File: src/rtl/ipi_pkg.sv
package ipi_pkg;

    localparam int REG_W = 3;

    typedef enum logic [REG_W-1:0] {
        REG_EN   = 3'd0,
        REG_FLG  = 3'd1,
        REG_FCLR = 3'd2,
        REG_REQ  = 3'd3,
        REG_RCLR = 3'd4
    } ipi_reg_e;

    typedef enum logic [1:0] {
        RSP_IDLE  = 2'd0,
        RSP_DONE  = 2'd1,
        RSP_FAULT = 2'd2
    } rsp_state_e;

endpackage

File: src/rtl/ipi_decode.sv
module ipi_decode
    import ipi_pkg::*;
#(
    parameter int NUM_PE = 4,
    parameter int NUM_CH = 4,
    parameter int MID_W  = 4,
    localparam int PE_W   = $clog2(NUM_PE),
    localparam int BANK_W = $clog2(NUM_PE + 1),
    localparam int CH_W   = (NUM_CH > 1) ? $clog2(NUM_CH) : 1,
    localparam int ADDR_W = REG_W + BANK_W + CH_W
) (
    input  logic [ADDR_W-1:0] addr,
    input  logic [MID_W-1:0]  mid,
    output logic              bad,
    output logic [CH_W-1:0]   ch,
    output logic [PE_W-1:0]   tgt,
    output ipi_reg_e          regsel
);

    logic [REG_W-1:0]  reg_raw;
    logic [BANK_W-1:0] bank;
    logic              ch_ok;
    logic              reg_ok;

    assign reg_raw = addr[REG_W-1:0];
    assign bank    = addr[REG_W +: BANK_W];
    assign ch      = addr[REG_W+BANK_W +: CH_W];
    assign regsel  = ipi_reg_e'(reg_raw);
    assign reg_ok  = (reg_raw <= REG_W'(REG_RCLR));

    generate
        if ((2 ** CH_W) == NUM_CH) begin : g_ch_full
            assign ch_ok = 1'b1;
        end else begin : g_ch_part
            assign ch_ok = ({1'b0, ch} < (CH_W+1)'(NUM_CH));
        end
    endgenerate

    always_comb begin
        tgt = '0;
        bad = 1'b0;
        if (bank == BANK_W'(NUM_PE)) begin
            // self window: follow the caller's master ID
            if (mid < MID_W'(NUM_PE)) begin
                tgt = mid[PE_W-1:0];
            end else begin
                bad = 1'b1;
            end
        end else if (bank < BANK_W'(NUM_PE)) begin
            tgt = bank[PE_W-1:0];
        end else begin
            bad = 1'b1;
        end
        if (!reg_ok || !ch_ok) begin
            bad = 1'b1;
        end
    end

endmodule

File: src/rtl/ipi_channel.sv
module ipi_channel
    import ipi_pkg::*;
#(
    parameter int NUM_PE = 4,
    localparam int PE_W  = $clog2(NUM_PE)
) (
    input  logic                          clk,
    input  logic                          rst_n,
    input  logic                          wr,
    input  logic [PE_W-1:0]               tgt,
    input  ipi_reg_e                      regsel,
    input  logic [NUM_PE-1:0]             wdata,
    output logic [NUM_PE-1:0][NUM_PE-1:0] en_q,
    output logic [NUM_PE-1:0][NUM_PE-1:0] req_q,
    output logic [NUM_PE-1:0][NUM_PE-1:0] flg,
    output logic [NUM_PE-1:0]             irq
);

    logic [NUM_PE-1:0][NUM_PE-1:0] en_d;
    logic [NUM_PE-1:0][NUM_PE-1:0] req_d;

    always_comb begin
        en_d  = en_q;
        req_d = req_q;
        for (int p = 0; p < NUM_PE; p++) begin
            if (wr && regsel == REG_EN && tgt == PE_W'(p)) begin
                en_d[p] = wdata;
            end
            for (int k = 0; k < NUM_PE; k++) begin
                if (wr && regsel == REG_REQ && tgt == PE_W'(p)) begin
                    req_d[p][k] = wdata[k];
                end
                // receiver-side clear: PE k drops source p's request to k
                if (wr && regsel == REG_FCLR && tgt == PE_W'(k) && wdata[p]) begin
                    req_d[p][k] = 1'b0;
                end
                // sender-side clear: PE p withdraws its request to k
                if (wr && regsel == REG_RCLR && tgt == PE_W'(p) && wdata[k]) begin
                    req_d[p][k] = 1'b0;
                end
            end
        end
    end

    always_ff @(posedge clk or negedge rst_n) begin
        if (!rst_n) begin
            en_q  <= '0;
            req_q <= '0;
        end else begin
            en_q  <= en_d;
            req_q <= req_d;
        end
    end

    always_comb begin
        for (int m = 0; m < NUM_PE; m++) begin
            for (int x = 0; x < NUM_PE; x++) begin
                flg[m][x] = req_q[x][m] & en_q[m][x];
            end
            irq[m] = |flg[m];
        end
    end

    // with no write the interrupt levels hold
    a_r2_irq_hold: assert property (@(posedge clk) disable iff (!rst_n)
        !wr |=> $stable(irq));

    // an enable write lands in the addressed PE's enable register
    a_r4_en_load: assert property (@(posedge clk) disable iff (!rst_n)
        (wr && regsel == REG_EN) |=> (en_q[$past(tgt)] == $past(wdata)));

    // a flag write leaves requests and enables untouched
    a_r5_flg_noeffect: assert property (@(posedge clk) disable iff (!rst_n)
        (wr && regsel == REG_FLG) |=> ($stable(req_q) && $stable(en_q)));

    generate
        for (genvar p = 0; p < NUM_PE; p++) begin : g_chk_p
            for (genvar k = 0; k < NUM_PE; k++) begin : g_chk_k
                // receiver clear drops the sender's bit
                a_r6_fclr_drop: assert property (@(posedge clk) disable iff (!rst_n)
                    (wr && regsel == REG_FCLR && tgt == PE_W'(k) && wdata[p])
                    |=> !req_q[p][k]);
                // sender clear drops its own bit
                a_r7_rclr_drop: assert property (@(posedge clk) disable iff (!rst_n)
                    (wr && regsel == REG_RCLR && tgt == PE_W'(p) && wdata[k])
                    |=> !req_q[p][k]);
            end
        end
    endgenerate

endmodule

File: src/rtl/ipi_resp.sv
module ipi_resp
    import ipi_pkg::*;
#(
    parameter int DATA_W = 32
) (
    input  logic              clk,
    input  logic              rst_n,
    input  logic              req_valid,
    input  logic              bad,
    input  logic [DATA_W-1:0] rd_data,
    output logic              rsp_valid,
    output logic              rsp_err,
    output logic [DATA_W-1:0] rsp_rdata
);

    rsp_state_e        state_q;
    rsp_state_e        state_d;
    logic [DATA_W-1:0] data_q;

    always_comb begin
        unique case (state_q)
            RSP_IDLE, RSP_DONE, RSP_FAULT: begin
                if (!req_valid) begin
                    state_d = RSP_IDLE;
                end else if (bad) begin
                    state_d = RSP_FAULT;
                end else begin
                    state_d = RSP_DONE;
                end
            end
            default: state_d = RSP_IDLE;
        endcase
    end

    always_ff @(posedge clk or negedge rst_n) begin
        if (!rst_n) begin
            state_q <= RSP_IDLE;
            data_q  <= '0;
        end else begin
            state_q <= state_d;
            data_q  <= (req_valid && !bad) ? rd_data : '0;
        end
    end

    always_comb begin
        rsp_valid = 1'b0;
        rsp_err   = 1'b0;
        rsp_rdata = '0;
        unique case (state_q)
            RSP_IDLE: ;
            RSP_DONE: begin
                rsp_valid = 1'b1;
                rsp_rdata = data_q;
            end
            RSP_FAULT: begin
                rsp_valid = 1'b1;
                rsp_err   = 1'b1;
            end
            default: ;
        endcase
    end

    // one response per request, exactly one cycle later
    a_r10_resp_due: assert property (@(posedge clk) disable iff (!rst_n)
        req_valid |=> rsp_valid);
    a_r10_no_stray: assert property (@(posedge clk) disable iff (!rst_n)
        !req_valid |=> !rsp_valid);
    a_r10_refused_err: assert property (@(posedge clk) disable iff (!rst_n)
        (req_valid && bad) |=> rsp_err);

endmodule

File: src/rtl/ipi_unit.sv
module ipi_unit
    import ipi_pkg::*;
#(
    parameter int NUM_PE = 4,
    parameter int NUM_CH = 4,
    parameter int MID_W  = 4,
    parameter int DATA_W = 32,
    localparam int PE_W   = $clog2(NUM_PE),
    localparam int BANK_W = $clog2(NUM_PE + 1),
    localparam int CH_W   = (NUM_CH > 1) ? $clog2(NUM_CH) : 1,
    localparam int ADDR_W = REG_W + BANK_W + CH_W,
    localparam int IRQ_W  = NUM_CH * NUM_PE
) (
    input  logic              clk,
    input  logic              rst_n,
    input  logic              req_valid,
    input  logic              req_write,
    input  logic [ADDR_W-1:0] req_addr,
    input  logic [DATA_W-1:0] req_wdata,
    input  logic [MID_W-1:0]  req_mid,
    output logic              rsp_valid,
    output logic [DATA_W-1:0] rsp_rdata,
    output logic              rsp_err,
    output logic [IRQ_W-1:0]  irq
);

    logic              bad;
    logic [CH_W-1:0]   ch;
    logic [PE_W-1:0]   tgt;
    ipi_reg_e          regsel;
    logic [DATA_W-1:0] rd_data;
    logic              unused_hi;

    logic [NUM_PE-1:0][NUM_PE-1:0] en_all  [NUM_CH];
    logic [NUM_PE-1:0][NUM_PE-1:0] req_all [NUM_CH];
    logic [NUM_PE-1:0][NUM_PE-1:0] flg_all [NUM_CH];

    assign unused_hi = ^req_wdata[DATA_W-1:NUM_PE];

    ipi_decode #(
        .NUM_PE (NUM_PE),
        .NUM_CH (NUM_CH),
        .MID_W  (MID_W)
    ) u_decode (
        .addr   (req_addr),
        .mid    (req_mid),
        .bad    (bad),
        .ch     (ch),
        .tgt    (tgt),
        .regsel (regsel)
    );

    generate
        for (genvar c = 0; c < NUM_CH; c++) begin : g_ch
            logic wr_c;
            assign wr_c = req_valid && req_write && !bad && (ch == CH_W'(c));
            ipi_channel #(
                .NUM_PE (NUM_PE)
            ) u_channel (
                .clk    (clk),
                .rst_n  (rst_n),
                .wr     (wr_c),
                .tgt    (tgt),
                .regsel (regsel),
                .wdata  (req_wdata[NUM_PE-1:0]),
                .en_q   (en_all[c]),
                .req_q  (req_all[c]),
                .flg    (flg_all[c]),
                .irq    (irq[c*NUM_PE +: NUM_PE])
            );
        end
    endgenerate

    always_comb begin
        rd_data = '0;
        if (req_valid && !req_write && !bad) begin
            unique case (regsel)
                REG_EN:  rd_data = DATA_W'(en_all[ch][tgt]);
                REG_FLG: rd_data = DATA_W'(flg_all[ch][tgt]);
                REG_REQ: rd_data = DATA_W'(req_all[ch][tgt]);
                default: rd_data = '0;
            endcase
        end
    end

    ipi_resp #(
        .DATA_W (DATA_W)
    ) u_resp (
        .clk       (clk),
        .rst_n     (rst_n),
        .req_valid (req_valid),
        .bad       (bad),
        .rd_data   (rd_data),
        .rsp_valid (rsp_valid),
        .rsp_err   (rsp_err),
        .rsp_rdata (rsp_rdata)
    );

    // a non-PE master in the self bank gets an error with zero data
    a_r9_self_nonpe: assert property (@(posedge clk) disable iff (!rst_n)
        (req_valid && req_addr[REG_W +: BANK_W] == BANK_W'(NUM_PE)
         && req_mid >= MID_W'(NUM_PE))
        |=> (rsp_err && rsp_rdata == '0));

    // a write to one channel leaves the other channels' lines alone
    a_r1_ch_isolated: assert property (@(posedge clk) disable iff (!rst_n)
        (req_valid && req_write && !bad)
        |=> ((irq & ~(IRQ_W'({NUM_PE{1'b1}}) << ($past(ch) * NUM_PE)))
             == ($past(irq) & ~(IRQ_W'({NUM_PE{1'b1}}) << ($past(ch) * NUM_PE)))));

endmodule

File: config.mk
export PLATFORM = sky130hd
export DESIGN_NAME = ipi_unit
export DESIGN_NICKNAME = d
export VERILOG_FILES = /design/src/rtl/ipi_pkg.sv /design/src/rtl/ipi_decode.sv /design/src/rtl/ipi_channel.sv /design/src/rtl/ipi_resp.sv /design/src/rtl/ipi_unit.sv
export SDC_FILE = /design/constraint.sdc
export NUM_CORES = 1
export LEC_CHECK = 0
export ABC_AREA = 1
export BUFFER_PORTS_ARGS = -buffer_cell sky130_fd_sc_hd__buf_2
export CORE_MARGIN = 4
export CORE_UTILIZATION = 40
export CTS_CLUSTER_DIAMETER = 60
export CTS_CLUSTER_SIZE = 30
export DETAILED_ROUTE_END_ITERATION = 10
export GPL_ROUTABILITY_DRIVEN = 1
export HOLD_SLACK_MARGIN = 0.02
export PLACE_DENSITY = 0.65
export SLEW_MARGIN = 20
export SYNTH_ARGS = -nofsm -noshare
export SYNTH_HDL_FRONTEND = slang
export SYNTH_SLANG_ARGS = --single-unit
File: constraint.sdc
create_clock -name clk -period 2.6 [get_ports clk]
set_input_delay 0 -clock clk [delete_from_list [all_inputs] [get_ports clk]]
set_output_delay 0 -clock clk [all_outputs]
set_load 0.005 [all_outputs]
==> results.txt <==
The flow ran to the end, and the final reports show no timing, DRC or antenna violations. After clock tree synthesis, the clock-pin slew on the worst setup and hold paths is 0.06 ns. Initial antenna violation count: 0. The share of flip-flops with an asynchronous set or reset is 1.000, and the post-CTS setup-driven buffer insertion count is 0.

The post-placement cell area is 9609 µm², and the layout-stage area growth over the synthesis result is 13.15%. The endpoint type of the worst setup path was a flop. The logs give 0 for the number of pins exceeding their max-slew limit in the final report and 0.2646 for the total global routing track utilization. The most common cell in the netlist is sky130_fd_sc_hd__nand2_1. The tool flagged a number of max-cap violations equal to 0. TritonCTS built the clock tree. The worst slew margin relative to its limit was 0.5485.

The first routing iteration left 991 violations. The worst setup path is launched from an input port. Number of top-level pins: 98. The tools report the worst slack at placement as 0.5616 ns.

Yosys warning count: 0. The synthesized design contains 0 enable-type register cells. The first global-routing pass estimated 52090 µm of wire. Dominant register cell in the synthesized netlist: sky130_fd_sc_hd__dfrtp_1.

The analysis attributes to cell leakage a power of 5.097 nW. The cell area that synthesis handed to floorplanning was 9095 µm². The setup check on the worst reg-to-reg path leaves a slack of 1.07 ns. TritonCTS buffer count: 17. The wire-length estimate of the detail-placed layout is 24110 µm. The portion of the clock cycle consumed by the worst path in the final layout is 0.7178. The number of synthesized register bits is 134, and the area enclosed by the die boundary is 25210 µm².

Share of post-route cells with drive strength above 1: 0.1198. The cell count after synthesis came out at 1380. For this design, the sink count on the clock tree is 134. Number of different library cells in the post-synthesis netlist: 31.

The worst hold path belongs to the class input port to flop. Entering global routing, the biggest net connects 67 pins. The longest clock path from root to sink contains 2 buffers. The number of global-route vias before repair was 8801. Wire length per cell: 19.51 µm.

The count of endpoints failing hold in the final timing report is 0. Clock latency on the worst-skew pair, taken at its later pin, is 0.43 ns. The commonest cells after synthesis are sky130_fd_sc_hd__nand2_1, sky130_fd_sc_hd__nor2_1, sky130_fd_sc_hd__o21ai_0. The total core area came out at 22090 µm². The number of levels the H-tree was split into is 4, and the remaining antenna violation count is 0. The die is 158.8 µm wide. Measured along the y axis, the die boundary spans 158.8 µm. The post-route cell area is 10290 µm². Dividing the detail-routed via count by the number of cells gives 5.439.

Setup violations remaining at the end of the flow were counted as 0. The number of rows created at floorplan is 54, and the final critical path time including I/O delays and setup is 1.866 ns. The power density over the cells was 550.1 nW/µm². The logs give 0 for the remaining global-route overflow and 0.4658 for the final core utilization. Register area share after synthesis: 0.3687. For this run, the top clock speed supported by timing is 535.8 MHz. After synthesis, the mean cell area works out to 6.591 µm². The final layout contains 1474 nets. Across the VDD grid, the largest voltage drop is 304.8 µV. For the total wire length, the log shows 33480 µm.

The critical path in this run is classified as input port to flop. For the pin with the worst max-slew slack, the measured transition is 0.6773 ns. The cell chosen for the clock root is sky130_fd_sc_hd__clkbuf_16. The area share of the largest cell type after synthesis came out at 0.3687. 0 antenna diodes ended up in the layout. After routing, the total negative slack on setup checks comes to 0 ns.

The tools report the required time of the critical path as 2.91 ns. For the initial standard-cell utilization of the core, the log shows 0.4117. Setup repair after global routing left no endpoint under its margin. By area the synthesized netlist is led by sky130_fd_sc_hd__dfrtp_1, sky130_fd_sc_hd__nand2_1, sky130_fd_sc_hd__o21ai_0, sky130_fd_sc_hd__nor2_1, sky130_fd_sc_hd__nand3_1.

In this run the tool buffered the top-level ports with 41 buffer cells. The number of detailed-route iterations in the first pass is 6. Post-synthesis cell type with the largest combined area: sky130_fd_sc_hd__dfrtp_1. Setup slack closes at 0.7337 ns.

Detailed routing inserted a total of 9333 vias. The final worst clock skew came out at 0.005692 ns. The congestion estimate from routability-driven global placement came to 0.9730. The DRC violation count after routing is 0. Along the worst path, the maximum fanout reaches 7.

Data arrives at the worst endpoint at 2.18 ns.
-- layout by cell type (no fill, tap or decap), drive strengths merged, types with 6 or more instances in the layout --
cell type  count
o21ai        204
dfrtp        134
clkbuf        21
o211ai        13
buf           84
nand4         20
nand2        469
nor3           6
nor2         185
o22ai          7
inv          123
a21oi         14
nand3        101
o2111ai        6
conb          28
-- report_power, final --
part	switching [W]	total (W)	internal (W)
Combinational	0.000545	0.000759	0.000213
Sequential	0.0000847	0.00225	0.00216
Clock	0.000972	0.00266	0.00168
Total	0.00160	0.00566	0.00406
-- per-stage QoR --
stage	cells	total power [W]	hold WS, ns
after floorplan	1407	0.002715	-0.2956
after global placement	1680	0.003007	0.05818
after detailed placement	1680	0.003012	0.05847
after CTS	1716	0.005658	0.04556
after global routing	1716	0.005849	0.07954
final	1716	0.005661	0.04629
-- path summary, 6_finish.rpt --
check	start	endpoint	cells after the start
min in group asynchronous	rst_n	g_ch[1].u_channel.req_q[12]$_DFFE_PN0P_	2
worst min register to register	g_ch[0].u_channel.en_q[12]$_DFFE_PN0P_	g_ch[0].u_channel.en_q[12]$_DFFE_PN0P_	2
worst min-delay path	req_addr[1]	u_resp.data_q[2]$_DFF_PN0_	6
worst max register to register	g_ch[1].u_channel.req_q[0]$_DFFE_PN0P_	u_resp.data_q[0]$_DFF_PN0_	10
worst max-delay path	req_addr[2]	g_ch[0].u_channel.req_q[10]$_DFFE_PN0P_	10
max in group asynchronous	rst_n	g_ch[0].u_channel.en_q[5]$_DFFE_PN0P_	3
-- final cells by class --
| type | instances | area [µm²] |
|---|---|---|
| clock buffer | 21 | 470.5 |
| clock inverter | 11 | 171.4 |
| fill | 2316 | 11800 |
| inverter | 122 | 457.9 |
| multi-input combinational | 1060 | 4888 |
| sequential | 134 | 3353 |
| tap | 280 | 350.3 |
| timing repair buffer | 88 | 599.3 |
-- what timing repair did --
item                      4_1_cts  5_1_grt
gates resized for setup         0        0
hold endpoints to repair       68        0
hold buffers                    4        0
-- critical path, cell delays in order --
cell,delay [ns]
sky130_fd_sc_hd__dlygate4sd3_1,0.53
sky130_fd_sc_hd__buf_2,0.13
sky130_fd_sc_hd__inv_1,0.07
sky130_fd_sc_hd__nor2_1,0.23
sky130_fd_sc_hd__inv_1,0.27
sky130_fd_sc_hd__nor2_2,0.41
sky130_fd_sc_hd__buf_4,0.26
sky130_fd_sc_hd__nand3_1,0.08
sky130_fd_sc_hd__o21ai_0,0.12
sky130_fd_sc_hd__nor2_1,0.08
-- per-layer routing --
metal,track usage,up-vias,part of all wire
met5,0,-,0
met4,0.1116,0,0.041
met3,0.05962,101,0.11
met2,0.3981,536,0.43
met1,0.3688,4237,0.42
li1,-,4459,-
-- state kept, by name, indices dropped and copies added (netlist names) --
register,flops
g_ch.u_channel.en_q,64
g_ch.u_channel.req_q,64
u_resp.data_q,4
u_resp.state_q,2
-- kinds of logic (layout without fill, tap and decap cells) --
family,Yosys count,count (layout),share of synthesized area
AOI/OAI and AO/OA,245,245,0.1429
adders and majority gates,3,3,0.004128
buffers and inverters,213,242,0.1061
DFF,134,134,0.3687
other,1,28,0.0004123
and+or+nand+nor,784,784,0.3778
No activity file was read; power rests on OpenSTA's default activity.
